$ cat src/rtl/hd_pkg.sv
package hd_pkg;

  typedef enum logic [1:0] {
    DS_INV = 2'd0,
    DS_SHR = 2'd1,
    DS_EXC = 2'd2,
    DS_DRT = 2'd3
  } dstate_e;

  localparam logic [1:0] CK_IACK   = 2'd0;
  localparam logic [1:0] CK_OCLEAN = 2'd1;
  localparam logic [1:0] CK_ODIRTY = 2'd2;

  function automatic int unsigned bit_count(input logic [31:0] v);
    int unsigned n;
    n = 0;
    for (int i = 0; i < 32; i++) n += 32'(v[i]);
    return n;
  endfunction

  function automatic int unsigned low_index(input logic [31:0] v);
    int unsigned r;
    r = 0;
    for (int i = 31; i >= 0; i--) if (v[i]) r = 32'(i);
    return r;
  endfunction

  function automatic logic [31:0] block_seed(input int unsigned b);
    return 32'hA5 ^ (b * 32'd19);
  endfunction

endpackage

$ cat src/rtl/hd_entry.sv
module hd_entry
  import hd_pkg::*;
#(
  parameter int NC = 4,
  parameter int DW = 8,
  parameter int IDW = 2,
  parameter int CNTW = 3,
  parameter logic [DW-1:0] INIT = '0
) (
  input  logic            clk,
  input  logic            rst_n,
  input  logic            upd_en,
  input  dstate_e         upd_st,
  input  logic [NC-1:0]   upd_sh,
  input  logic [IDW-1:0]  upd_own,
  input  logic            upd_wait,
  input  logic [CNTW-1:0] upd_cnt,
  input  logic            cin_hit,
  input  logic [1:0]      cin_kind,
  input  logic [DW-1:0]   cin_data,
  output dstate_e         st,
  output logic [NC-1:0]   sh,
  output logic [IDW-1:0]  own,
  output logic            busy,
  output logic [DW-1:0]   data
);

  logic            wait_own;
  logic [CNTW-1:0] cnt;

  // named events for the checks
  logic ack_take, own_take, wb_take;
  assign ack_take = cin_hit && (cin_kind == CK_IACK) && (cnt != '0);
  assign own_take = cin_hit && wait_own &&
                    ((cin_kind == CK_OCLEAN) || (cin_kind == CK_ODIRTY));
  assign wb_take  = own_take && (cin_kind == CK_ODIRTY);
  assign busy     = wait_own || (cnt != '0);

  always_ff @(posedge clk) begin
    if (!rst_n) begin
      st       <= DS_INV;
      sh       <= '0;
      own      <= '0;
      wait_own <= 1'b0;
      cnt      <= '0;
      data     <= INIT;
    end else if (upd_en) begin
      st       <= upd_st;
      sh       <= upd_sh;
      own      <= upd_own;
      wait_own <= upd_wait;
      cnt      <= upd_cnt;
    end else begin
      if (ack_take) cnt <= cnt - 1'b1;
      if (own_take) wait_own <= 1'b0;
      if (wb_take)  data <= cin_data;
    end
  end


  upd_idle_chk: assert property (@(posedge clk) disable iff (!rst_n)
    upd_en |-> !busy);


  busy_kind_chk: assert property (@(posedge clk) disable iff (!rst_n)
    !(wait_own && (cnt != '0)));


  idle_data_chk: assert property (@(posedge clk) disable iff (!rst_n)
    (!busy && !upd_en) |=> $stable(data));

endmodule

$ cat src/rtl/hd_issue.sv
module hd_issue
  import hd_pkg::*;
#(
  parameter int NC = 4,
  parameter int DW = 8,
  parameter int IDW = 2,
  parameter int BLKW = 2,
  parameter int CNTW = 3
) (
  input  logic            clk,
  input  logic            rst_n,
  input  logic            load,
  input  logic [IDW-1:0]  ld_dst,
  input  logic [BLKW-1:0] ld_blk,
  input  logic [DW-1:0]   ld_data,
  input  logic [CNTW-1:0] ld_acks,
  input  logic            ld_excl,
  input  logic            ld_fwd,
  input  logic [IDW-1:0]  ld_fwd_dst,
  input  logic            ld_fwd_excl,
  input  logic [NC-1:0]   ld_inv,
  input  logic            rsp_ready,
  input  logic            fwd_ready,
  input  logic            inv_ready,
  output logic            rsp_valid,
  output logic [IDW-1:0]  rsp_dst,
  output logic [BLKW-1:0] rsp_blk,
  output logic [DW-1:0]   rsp_data,
  output logic [CNTW-1:0] rsp_acks,
  output logic            rsp_excl,
  output logic            rsp_owner_pending,
  output logic            fwd_valid,
  output logic [IDW-1:0]  fwd_dst,
  output logic [IDW-1:0]  fwd_req,
  output logic [BLKW-1:0] fwd_blk,
  output logic            fwd_excl,
  output logic            inv_valid,
  output logic [IDW-1:0]  inv_dst,
  output logic [BLKW-1:0] inv_blk,
  output logic [NC-1:0]   inv_left,
  output logic            idle
);

  logic rsp_pend, fwd_pend;

  assign rsp_valid = rsp_pend;
  assign fwd_valid = fwd_pend;
  assign inv_valid = (inv_left != '0);
  assign inv_dst   = IDW'(low_index(32'(inv_left)));
  assign fwd_req   = rsp_dst;
  assign fwd_blk   = rsp_blk;
  assign inv_blk   = rsp_blk;
  assign idle      = !rsp_pend && !fwd_pend && !inv_valid;

  logic rsp_fire, fwd_fire, inv_fire;
  assign rsp_fire = rsp_valid && rsp_ready;
  assign fwd_fire = fwd_valid && fwd_ready;
  assign inv_fire = inv_valid && inv_ready;

  always_ff @(posedge clk) begin
    if (!rst_n) begin
      rsp_pend          <= 1'b0;
      fwd_pend          <= 1'b0;
      inv_left          <= '0;
      rsp_dst           <= '0;
      rsp_blk           <= '0;
      rsp_data          <= '0;
      rsp_acks          <= '0;
      rsp_excl          <= 1'b0;
      rsp_owner_pending <= 1'b0;
      fwd_dst           <= '0;
      fwd_excl          <= 1'b0;
    end else if (load) begin
      rsp_pend          <= 1'b1;
      fwd_pend          <= ld_fwd;
      inv_left          <= ld_inv;
      rsp_dst           <= ld_dst;
      rsp_blk           <= ld_blk;
      rsp_data          <= ld_data;
      rsp_acks          <= ld_acks;
      rsp_excl          <= ld_excl;
      rsp_owner_pending <= ld_fwd;
      fwd_dst           <= ld_fwd_dst;
      fwd_excl          <= ld_fwd_excl;
    end else begin
      if (rsp_fire) rsp_pend <= 1'b0;
      if (fwd_fire) fwd_pend <= 1'b0;
      if (inv_fire) inv_left <= inv_left & ~(NC'(1) << inv_dst);
    end
  end


  rsp_hold_chk: assert property (@(posedge clk) disable iff (!rst_n)
    (rsp_valid && !rsp_ready) |=> (rsp_valid && $stable(rsp_data) &&
                                   $stable(rsp_acks) && $stable(rsp_dst)));


  inv_order_chk: assert property (@(posedge clk) disable iff (!rst_n)
    inv_fire |=> (!inv_valid || (inv_dst > $past(inv_dst))));


  load_idle_chk: assert property (@(posedge clk) disable iff (!rst_n)
    load |-> idle);

endmodule

$ cat src/rtl/home_dir_ctrl.sv
module home_dir_ctrl
  import hd_pkg::*;
#(
  parameter int NCORES  = 4,
  parameter int NBLOCKS = 4,
  parameter int DW      = 8,
  localparam int IDW  = (NCORES > 1) ? $clog2(NCORES) : 1,
  localparam int BLKW = (NBLOCKS > 1) ? $clog2(NBLOCKS) : 1,
  localparam int CNTW = $clog2(NCORES + 1)
) (
  input  logic            clk,
  input  logic            rst_n,
  input  logic            req_valid,
  output logic            req_ready,
  input  logic            req_excl,
  input  logic [IDW-1:0]  req_src,
  input  logic [BLKW-1:0] req_blk,
  output logic            rsp_valid,
  input  logic            rsp_ready,
  output logic [IDW-1:0]  rsp_dst,
  output logic [BLKW-1:0] rsp_blk,
  output logic [DW-1:0]   rsp_data,
  output logic [CNTW-1:0] rsp_acks,
  output logic            rsp_excl,
  output logic            rsp_owner_pending,
  output logic            inv_valid,
  input  logic            inv_ready,
  output logic [IDW-1:0]  inv_dst,
  output logic [BLKW-1:0] inv_blk,
  output logic            fwd_valid,
  input  logic            fwd_ready,
  output logic [IDW-1:0]  fwd_dst,
  output logic [IDW-1:0]  fwd_req,
  output logic [BLKW-1:0] fwd_blk,
  output logic            fwd_excl,
  input  logic            cin_valid,
  output logic            cin_ready,
  input  logic [1:0]      cin_kind,
  input  logic [BLKW-1:0] cin_blk,
  input  logic [DW-1:0]   cin_data
);

  dstate_e         e_st   [NBLOCKS];
  logic [NCORES-1:0] e_sh [NBLOCKS];
  logic [IDW-1:0]  e_own  [NBLOCKS];
  logic [DW-1:0]   e_data [NBLOCKS];
  logic [NBLOCKS-1:0] busy_vec;

  logic              issue_idle, acc;
  logic [NCORES-1:0] inv_left;

  // decision outputs
  dstate_e           n_st;
  logic [NCORES-1:0] n_sh, d_inv, src_bit;
  logic [IDW-1:0]    n_own;
  logic              n_wait, d_excl, d_fwd, d_fexcl;
  logic [CNTW-1:0]   n_cnt;

  assign cin_ready = 1'b1;
  assign req_ready = issue_idle && !busy_vec[req_blk];
  assign acc       = req_valid && req_ready;
  assign src_bit   = NCORES'(1) << req_src;

  always_comb begin
    n_st    = e_st[req_blk];
    n_sh    = e_sh[req_blk];
    n_own   = e_own[req_blk];
    n_wait  = 1'b0;
    n_cnt   = '0;
    d_excl  = 1'b0;
    d_fwd   = 1'b0;
    d_fexcl = 1'b0;
    d_inv   = '0;
    case (e_st[req_blk])
      DS_INV: begin
        d_excl = 1'b1;
        n_own  = req_src;
        n_sh   = src_bit;
        n_st   = req_excl ? DS_DRT : DS_EXC;
      end
      DS_SHR: begin
        if (!req_excl) begin
          n_sh = e_sh[req_blk] | src_bit;
        end else begin
          d_inv  = e_sh[req_blk] & ~src_bit;
          n_cnt  = CNTW'(bit_count(32'(d_inv)));
          d_excl = 1'b1;
          n_st   = DS_DRT;
          n_own  = req_src;
          n_sh   = src_bit;
        end
      end
      default: begin
        if (e_own[req_blk] == req_src) begin
          d_excl = 1'b1;
          if (req_excl) n_st = DS_DRT;
        end else begin
          d_fwd   = 1'b1;
          d_fexcl = req_excl;
          n_wait  = 1'b1;
          if (req_excl) begin
            d_excl = 1'b1;
            n_st   = DS_DRT;
            n_own  = req_src;
            n_sh   = src_bit;
          end else begin
            n_st = DS_SHR;
            n_sh = src_bit | (NCORES'(1) << e_own[req_blk]);
          end
        end
      end
    endcase
  end

  for (genvar b = 0; b < NBLOCKS; b++) begin : g_ent
    hd_entry #(
      .NC(NCORES), .DW(DW), .IDW(IDW), .CNTW(CNTW),
      .INIT(DW'(block_seed(b)))
    ) u_ent (
      .clk      (clk),
      .rst_n    (rst_n),
      .upd_en   (acc && (req_blk == BLKW'(b))),
      .upd_st   (n_st),
      .upd_sh   (n_sh),
      .upd_own  (n_own),
      .upd_wait (n_wait),
      .upd_cnt  (n_cnt),
      .cin_hit  (cin_valid && (cin_blk == BLKW'(b))),
      .cin_kind (cin_kind),
      .cin_data (cin_data),
      .st       (e_st[b]),
      .sh       (e_sh[b]),
      .own      (e_own[b]),
      .busy     (busy_vec[b]),
      .data     (e_data[b])
    );
  end

  hd_issue #(
    .NC(NCORES), .DW(DW), .IDW(IDW), .BLKW(BLKW), .CNTW(CNTW)
  ) u_issue (
    .clk               (clk),
    .rst_n             (rst_n),
    .load              (acc),
    .ld_dst            (req_src),
    .ld_blk            (req_blk),
    .ld_data           (e_data[req_blk]),
    .ld_acks           (n_cnt),
    .ld_excl           (d_excl),
    .ld_fwd            (d_fwd),
    .ld_fwd_dst        (e_own[req_blk]),
    .ld_fwd_excl       (d_fexcl),
    .ld_inv            (d_inv),
    .rsp_ready         (rsp_ready),
    .fwd_ready         (fwd_ready),
    .inv_ready         (inv_ready),
    .rsp_valid         (rsp_valid),
    .rsp_dst           (rsp_dst),
    .rsp_blk           (rsp_blk),
    .rsp_data          (rsp_data),
    .rsp_acks          (rsp_acks),
    .rsp_excl          (rsp_excl),
    .rsp_owner_pending (rsp_owner_pending),
    .fwd_valid         (fwd_valid),
    .fwd_dst           (fwd_dst),
    .fwd_req           (fwd_req),
    .fwd_blk           (fwd_blk),
    .fwd_excl          (fwd_excl),
    .inv_valid         (inv_valid),
    .inv_dst           (inv_dst),
    .inv_blk           (inv_blk),
    .inv_left          (inv_left),
    .idle              (issue_idle)
  );


  fwd_pair_chk: assert property (@(posedge clk) disable iff (!rst_n)
    (acc && d_fwd) |=> (fwd_valid && rsp_valid && rsp_owner_pending));


  ack_count_chk: assert property (@(posedge clk) disable iff (!rst_n)
    acc |=> (rsp_acks == CNTW'($countones(inv_left))));


  rsp_next_chk: assert property (@(posedge clk) disable iff (!rst_n)
    acc |=> rsp_valid);

endmodule

$ cat config.mk
export PLATFORM = sky130hd
export DESIGN_NAME = home_dir_ctrl
export DESIGN_NICKNAME = d
export VERILOG_FILES = /design/src/rtl/hd_pkg.sv /design/src/rtl/hd_entry.sv /design/src/rtl/hd_issue.sv /design/src/rtl/home_dir_ctrl.sv
export SDC_FILE = /design/constraint.sdc
export NUM_CORES = 1
export LEC_CHECK = 0
export BUFFER_PORTS_ARGS = -buffer_cell sky130_fd_sc_hd__clkbuf_2
export CAP_MARGIN = 20
export CORE_MARGIN = 3
export CORE_UTILIZATION = 45
export CTS_BUF_LIST = sky130_fd_sc_hd__clkbuf_8
export DETAILED_ROUTE_END_ITERATION = 12
export GPL_TIMING_DRIVEN = 0
export PLACE_DENSITY = 0.67
export REMOVE_ABC_BUFFERS = 1
export SYNTH_ARGS = -nofsm -noshare
export SYNTH_HDL_FRONTEND = slang
export SYNTH_SLANG_ARGS = --single-unit
$ cat constraint.sdc
create_clock -name clk -period 5.95 [get_ports clk]
set_input_delay 0.595 -clock clk [delete_from_list [all_inputs] [get_ports clk]]
set_output_delay 0.595 -clock clk [all_outputs]
set_load 0.03 [all_outputs]
* Yosys cells after proc, flatten, opt, wreduce, memory -nomap -nowiden
Index checks and enable logic that the tools add are counted.
** Word-level totals
- Output and inout bits :: 33
- Bits in registers :: 106
- Logic and storage cells :: 200
- Input port bits :: 24
** Operators by class
- Order comparisons :: 2
- Shift-type cells :: 3
- Mux-type cells :: 63
- Add/sub/neg operators :: 7
- Bitwise logic cells :: 11
- Reduce and logical (&&, ||, !) cells :: 69
- Equal/unequal tests :: 10
** Operator list (count)
- 4-bit two-way mux :: 9
- 1-bit logical AND :: 35
- 3-bit two-way mux :: 10
- 2-bit two-way mux :: 13
- 2-bit nonzero test :: 11
- 1-bit two-way mux :: 20
- 8-bit binary-select mux with 2-bit select :: 1
- 8-bit two-way mux :: 2
- 3-bit nonzero test :: 4
- 1-bit by 2-bit left shift with 4-bit output, first input constant :: 3
- 3-bit by 1-bit subtractor with 3-bit output, second input constant :: 4
- 2-bit == test, second input constant :: 5
- 4-bit AND :: 2
- 2-bit binary-select mux with 2-bit select :: 2
- 4-bit binary-select mux with 2-bit select :: 1
- 2-bit by 1-bit == test with 1-bit output, second input constant :: 4
- 2-bit zero test :: 4
- 4-bit inverter :: 2
- 4-bit bitwise OR :: 2
- 2-bit case mux with 2 select lines :: 2
- 4-bit case mux with 2 select lines :: 1
- 2-bit AND reduction :: 4
- 1-bit logical OR :: 5
- 1-bit zero test :: 4
- 12 further kinds :: 15

* Depth between registers and ports, before layout
- Depth in word-level cells :: 11
- Gate-level depth with buffers :: 10
- Mapped depth without buffers :: 8

* By module
From an unflattened synthesis, not the netlist that was laid out.
** Unflattened totals
- Cells, all modules :: 588
- Area total of the unflattened synthesis :: 5775.5 um^2
** Modules (own cells, without submodules)
- hd_entry at g_ent[1].u_ent ... :: area an instance 939.7 um^2, cells each 97, times used 2, sequential area each 400.4 um^2
- hd_entry at g_ent[0].u_ent ... :: area an instance 934.6 um^2, cells each 97, times used 2, sequential area each 400.4 um^2
- hd_issue :: area an instance 1094.8 um^2, cells each 106, times used 1, sequential area each 520.5 um^2
- home_dir_ctrl :: area an instance 932.1 um^2, cells each 94, times used 1, sequential area each 0.0 um^2

* Least setup slack after synthesis
OpenSTA, ideal clock, no wires.
- Kind :: in2reg
- Start :: in req_blk[0]
- End :: reg g_ent[3].u_ent.cnt[1]
- Data required time :: 5880 ps
- Library setup time :: 70 ps
- Stages :: 10
- Arrival time :: 3161 ps
- Buffers on the path :: 2
- Setup slack :: 2719 ps
- Cell sequence :: buf_2 -> buf_2 -> mux4_2 -> and2_1 -> fa_1 -> ha_1 -> ha_1 -> nand3_1 -> or3_1 -> a21oi_1
** On the way
- Cells in the longest elaborated chain, start to end :: 11
- Elaborated cells on any way between the ends :: 23
- Those cells by class :: add/sub: 3; eq/ne: 2; mux: 11; bitwise: 2; reduce/logical: 5
** RTL lines
- from (decl) :: RTL line home_dir_ctrl.sv:17 : input logic [BLKW-1:0] req_blk,
- 2-bit inverter with 3-bit output (implied by the code) :: RTL line home_dir_ctrl.sv:74, home_dir_ctrl.sv:85
- 4-bit binary-select mux with 2-bit select :: RTL line home_dir_ctrl.sv:85 : d_inv = e_sh[req_blk] & ~src_bit;
- 4-bit two-way mux (implied by the code) (2 in series) :: RTL line home_dir_ctrl.sv:85
- 4-bit AND :: RTL line home_dir_ctrl.sv:85
- 1-bit by 1-bit adder with 2-bit output :: RTL line hd_pkg.sv:17 : for (int i = 0; i < 32; i++) n += 32'(v[i]);
- 2-bit by 1-bit adder with 3-bit output :: RTL line hd_pkg.sv:17
- 3-bit by 1-bit adder with 3-bit output :: RTL line hd_pkg.sv:17
- 3-bit two-way mux :: RTL line home_dir_ctrl.sv:82 : if (!req_excl) begin
- 3-bit two-way mux :: RTL line home_dir_ctrl.sv:74 : case (e_st[req_blk])
- 3-bit two-way mux :: RTL line hd_entry.sv:47 : end else if (upd_en) begin
- to (signal assigned) :: RTL line hd_entry.sv:52 : cnt <= upd_cnt;
- to (signal assigned) :: RTL line hd_entry.sv:54 : if (ack_take) cnt <= cnt - 1'b1;
- to (decl) :: RTL line hd_entry.sv:29 : logic [CNTW-1:0] cnt;
Several ways; a longest one is shown, not always the timed one. The select of a mux whose other input is x is not followed.
A chain may end at the register's enable or synchronous reset.

* Worst setup path after layout
- Start :: in req_blk[1]
- End :: reg g_ent[3].u_ent.sh[1]
** On the way
- Cells in the longest elaborated chain, start to end :: 9
- Elaborated cells on any way between the ends :: 27
- Those cells by class :: eq/ne: 3; shift: 1; mux: 15; bitwise: 3; reduce/logical: 5
** RTL lines
- 2-bit inverter with 3-bit output (implied by the code)
- 2-bit binary-select mux with 2-bit select :: RTL line home_dir_ctrl.sv:94, home_dir_ctrl.sv:108
- 2-bit two-way mux (implied by the code) (2 in series) :: RTL line home_dir_ctrl.sv:94, home_dir_ctrl.sv:108
- 1-bit by 2-bit left shift with 4-bit output :: RTL line home_dir_ctrl.sv:108 : n_sh = src_bit | (NCORES'(1) << e_own[req_blk]);
- 4-bit bitwise OR :: RTL line home_dir_ctrl.sv:108
- 4-bit two-way mux :: RTL line home_dir_ctrl.sv:101 : if (req_excl) begin
- 4-bit two-way mux :: RTL line home_dir_ctrl.sv:94 : if (e_own[req_blk] == req_src) begin
- 4-bit case mux with 2 select lines :: RTL line home_dir_ctrl.sv:74
- to (signal assigned) :: RTL line hd_entry.sv:49 : sh <= upd_sh;
- to (decl) :: RTL line hd_entry.sv:22 : output logic [NC-1:0] sh,
Several ways; a longest one is shown, not always the timed one. The select of a mux whose other input is x is not followed.

==> results.sh <==
export IMPL_cts_tree="yes"
export IMPL_crit_type="input port to flop"
export IMPL_path_buf_inv=1
export IMPL_gp_congestion=0.8869
export IMPL_antenna_found_initial=0
export IMPL_post_dp_hpwl_mm=7.774
export IMPL_met3_length_um=782
export IMPL_port_buffers=55
export IMPL_synth_async_reset_ratio=0
export IMPL_ys_flop_type="dfxtp_1"
export IMPL_cp_max_fo=27
export IMPL_seqPwrFrac=0.512
export IMPL_wl_mm=11.85
export IMPL_syn_area_um2=5054
export IMPL_rsz0062_at_grt="no"
export IMPL_start_util=0.4641
export IMPL_setup_viol=0
export IMPL_holdCritStartpoint="u_issue.rsp_data[7]$_SDFFE_PN0P_"
export IMPL_clockPowerShare=0.332
export IMPL_clk_latency_ps=380
export IMPL_grt_pass1_wl_mm=19.39
export IMPL_top_layer_used="met4"
export IMPL_crit_top_cell="nor2_1"
export IMPL_slowest_stage="nor2_1"
export IMPL_crit_family="simple AND/OR/NAND/NOR gates"
export IMPL_htree_levels=3
export IMPL_maxSlewViolCount=0
export IMPL_synth_top_area_frac=0.4199
export IMPL_post_cts_setup_buffers=0
export IMPL_maxCapViolCount=0
export IMPL_cts_buffer_depth=2
export IMPL_cts_buffers=9
export IMPL_die_w_um=112.0
export IMPL_avgRoutedWirePerCell_um=16.62
export IMPL_synth_distinct_cells=49
export IMPL_clock_skew_ps=10.78
export IMPL_routed_via_density=5.759
export IMPL_antenna_left=0
export IMPL_fmax_mhz=269.5
export IMPL_cp_end_kind="flop"
export IMPL_cp_cell_sequence="clkbuf_2, nor2_1, a22oi_1, nand4_2, nor2_1, a211oi_1"
export IMPL_grt_usage=0.1888
export IMPL_intPower_mw=1.045
export IMPL_first_pass_iters=5
export IMPL_status="finished clean"
export IMPL_globalRoute_totalOverflow=0
export IMPL_reg2reg_from="g_ent[1].u_ent.cnt[0]$_SDFFE_PN0P_"
export IMPL_synth_area_top_cells="dfxtp_1, mux2i_1, mux4_2, a21oi_1, nand2_1"
export IMPL_post_route_period_util=0.6235
export IMPL_dieArea_um2=12540
export IMPL_syn_to_final_growth_pct=9.582
export IMPL_cp_start_kind="input port"
export IMPL_p_leak_nw=1.988
export IMPL_finalNetCount=605
export IMPL_vias=4106
export IMPL_wl_met2_mm=5.515
export IMPL_synth_top_cell_by_area="dfxtp_1"
export IMPL_place_ws_ps=1912
export IMPL_slowest_delay_ps=900
export IMPL_relSlewSlack=0.2745
export IMPL_combPwrFrac=0.156
export IMPL_holdCritPathClass="flop to flop"
export IMPL_synth_edf_count=0
export IMPL_layout_drive_gt1_share=0.1763
export IMPL_startpoint="req_blk[1]"
export IMPL_n_antenna_cell=0
export IMPL_switchingPower_uw=413.2
export IMPL_core_um2=10890
export IMPL_netlist_instances=540
export IMPL_grt_max_degree=53
export IMPL_fin_ws_ps=2240
export IMPL_yosys_warnings=0
export IMPL_tightest_slew_ps=1061
export IMPL_power_density_nw_per_um2=263.2
export IMPL_grt_pass1_vias=3873
export IMPL_nFillCells=1006
export IMPL_avgSynthCellArea_um2=9.359
export IMPL_rows=38
export IMPL_die_y_um=112.0
export IMPL_drc=0
export IMPL_drt_iter0_markers=245
export IMPL_cts_resized=0
export IMPL_required_ps=6170
export IMPL_arrival_ps=3930
export IMPL_m1WireLength_mm=5.442
export IMPL_yosysSeqAreaShare=0.4199
export IMPL_clk_pin_slew_worst_paths_ps=100
export IMPL_hold_buffers=0
export IMPL_report_final_hold_viol_count=0
export IMPL_min_period_ps=3710
export IMPL_ys_ff_latch=106
export IMPL_fin_tns_setup_ps=0
export IMPL_root_buffer="clkbuf_8"
export IMPL_ios=57
export IMPL_irDropWorstVdd_uv=148.0
export IMPL_switching_share=0.2835
export IMPL_clock_sinks=106
-- worst min-delay path: cells and delay by family, from the launching register on --
kind	cells	cell delay [ps]
simple gates	1	50
flops	1	320
compound gates	1	50
-- per-stage QoR --
stage          utilization  cell area (um2)  power (mW)  std cells  hold slack (ps)
6_report            0.5086             5538       1.458        713            458.1
5_1_grt             0.5086             5538       1.523        713            473.0
4_1_cts             0.5079             5530       1.473        712            458.8
3_5_place_dp        0.4879             5313      0.9871        696            445.8
3_3_place_gp        0.4831             5260      0.9764        693            437.4
2_1_floorplan            -             4810      0.9054        498            434.3
-- final cells by class --
| type | instances | area (um2) | area share |
|---|---|---|---|
| Multi-Input combinational cell | 373 | 2618 | 0.4727 |
| Tap cell | 140 | 175.2 | 0.03163 |
| Timing Repair Buffer | 59 | 334.1 | 0.06033 |
| Inverter | 19 | 71.32 | 0.01288 |
| Clock inverter | 7 | 93.84 | 0.01695 |
| Clock buffer | 9 | 123.9 | 0.02237 |
| Sequential cell | 106 | 2122 | 0.3832 |
-- flip-flops by register name (all words and copies together) (netlist names), 3 cells and up --
name and count:
g_ent.u_ent.wait_own 4, u_issue.rsp_acks 3, g_ent.u_ent.st 8, g_ent.u_ent.cnt 12, g_ent.u_ent.own 8, u_issue.inv_left 4, u_issue.rsp_data 8, g_ent.u_ent.data 32
g_ent.u_ent.sh 16
-- power by group through the flow --
stage,sequential (mW),clock (mW),combinational [mW]
3_5_place_dp,0.763,0,0.224
2_1_floorplan,0.785,0,0.121
5_1_grt,0.750,0.525,0.248
6_report,0.747,0.484,0.227
4_1_cts,0.746,0.501,0.226
3_3_place_gp,0.762,0,0.215
-- kinds of logic (layout without fill, tap and decap cells) --
family / after synthesis / after routing / synth area share
AND/OR/NAND/NOR: 156 / 156 / 0.1439
AO/OA/AOI/OAI: 141 / 141 / 0.1763
flip-flops: 106 / 106 / 0.4199
buffers and inverters: 61 / 94 / 0.06239
multiplexers: 53 / 53 / 0.1446
adder cells (fa/ha/maj): 13 / 13 / 0.03367
XOR/XNOR: 9 / 9 / 0.01857
other: 1 / 1 / 0.0007420
-- synthesized netlist by cell type (2+ instances only) --
cell type / number
nor2b_1: 5
a2111oi_0: 2
xnor2_1: 6
xnor2_2: 2
a21oi_1: 70
o21a_1: 4
buf_4: 11
a21boi_0: 2
and2_1: 5
inv_1: 19
dfxtp_1: 106
nand2_1: 71
a211oi_1: 35
mux4_2: 16
nand3_1: 21
nand2b_1: 6
nor2_1: 26
buf_6: 5
and3_1: 3
o21ai_0: 12
or3b_2: 3
nor3_1: 6
a22oi_1: 7
clkbuf_1: 20
mux2i_1: 37
buf_2: 6
ha_1: 12
-- final timing paths --
check	to	slack [ps]	cells past startpoint
worst max-delay path	g_ent[3].u_ent.sh[1]$_SDFFE_PN0P_	2240	6
worst min-delay path	u_issue.rsp_data[7]$_SDFFE_PN0P_	460	2
worst max register to register	g_ent[3].u_ent.sh[1]$_SDFFE_PN0P_	2470	7
worst min register to register	u_issue.rsp_data[7]$_SDFFE_PN0P_	460	2
-- metal layers --
layer,GRT usage,vias up
met3,0.05543,15
met1,0.2504,1986
met2,0.3038,133
li1,-,1972
met5,0,-
met4,0.04968,0
-- cells in the final DEF (no fill, tap or decap), types with 2 or more instances in the layout --
master	synthesis	final
a2111oi_0	2	2
a211oi_1	35	35
a21boi_0	2	2
a21oi_1	70	70
a22oi_1	7	7
and2_1	5	5
and3_1	3	3
buf_12	0	2
bufinv_16	0	2
clkbuf_2	0	55
clkbuf_8	0	9
clkinv_4	0	2
dfxtp_1	106	106
ha_1	12	12
inv_1	19	20
mux2i_1	37	37
mux4_2	16	16
nand2_1	71	71
nand2b_1	6	6
nand3_1	21	21
nor2_1	26	26
nor2b_1	5	5
nor3_1	6	6
o21a_1	4	4
o21ai_0	12	12
or3b_2	3	3
xnor2_1	6	6
xnor2_2	2	2
No activity file was read; power rests on OpenSTA's default activity.
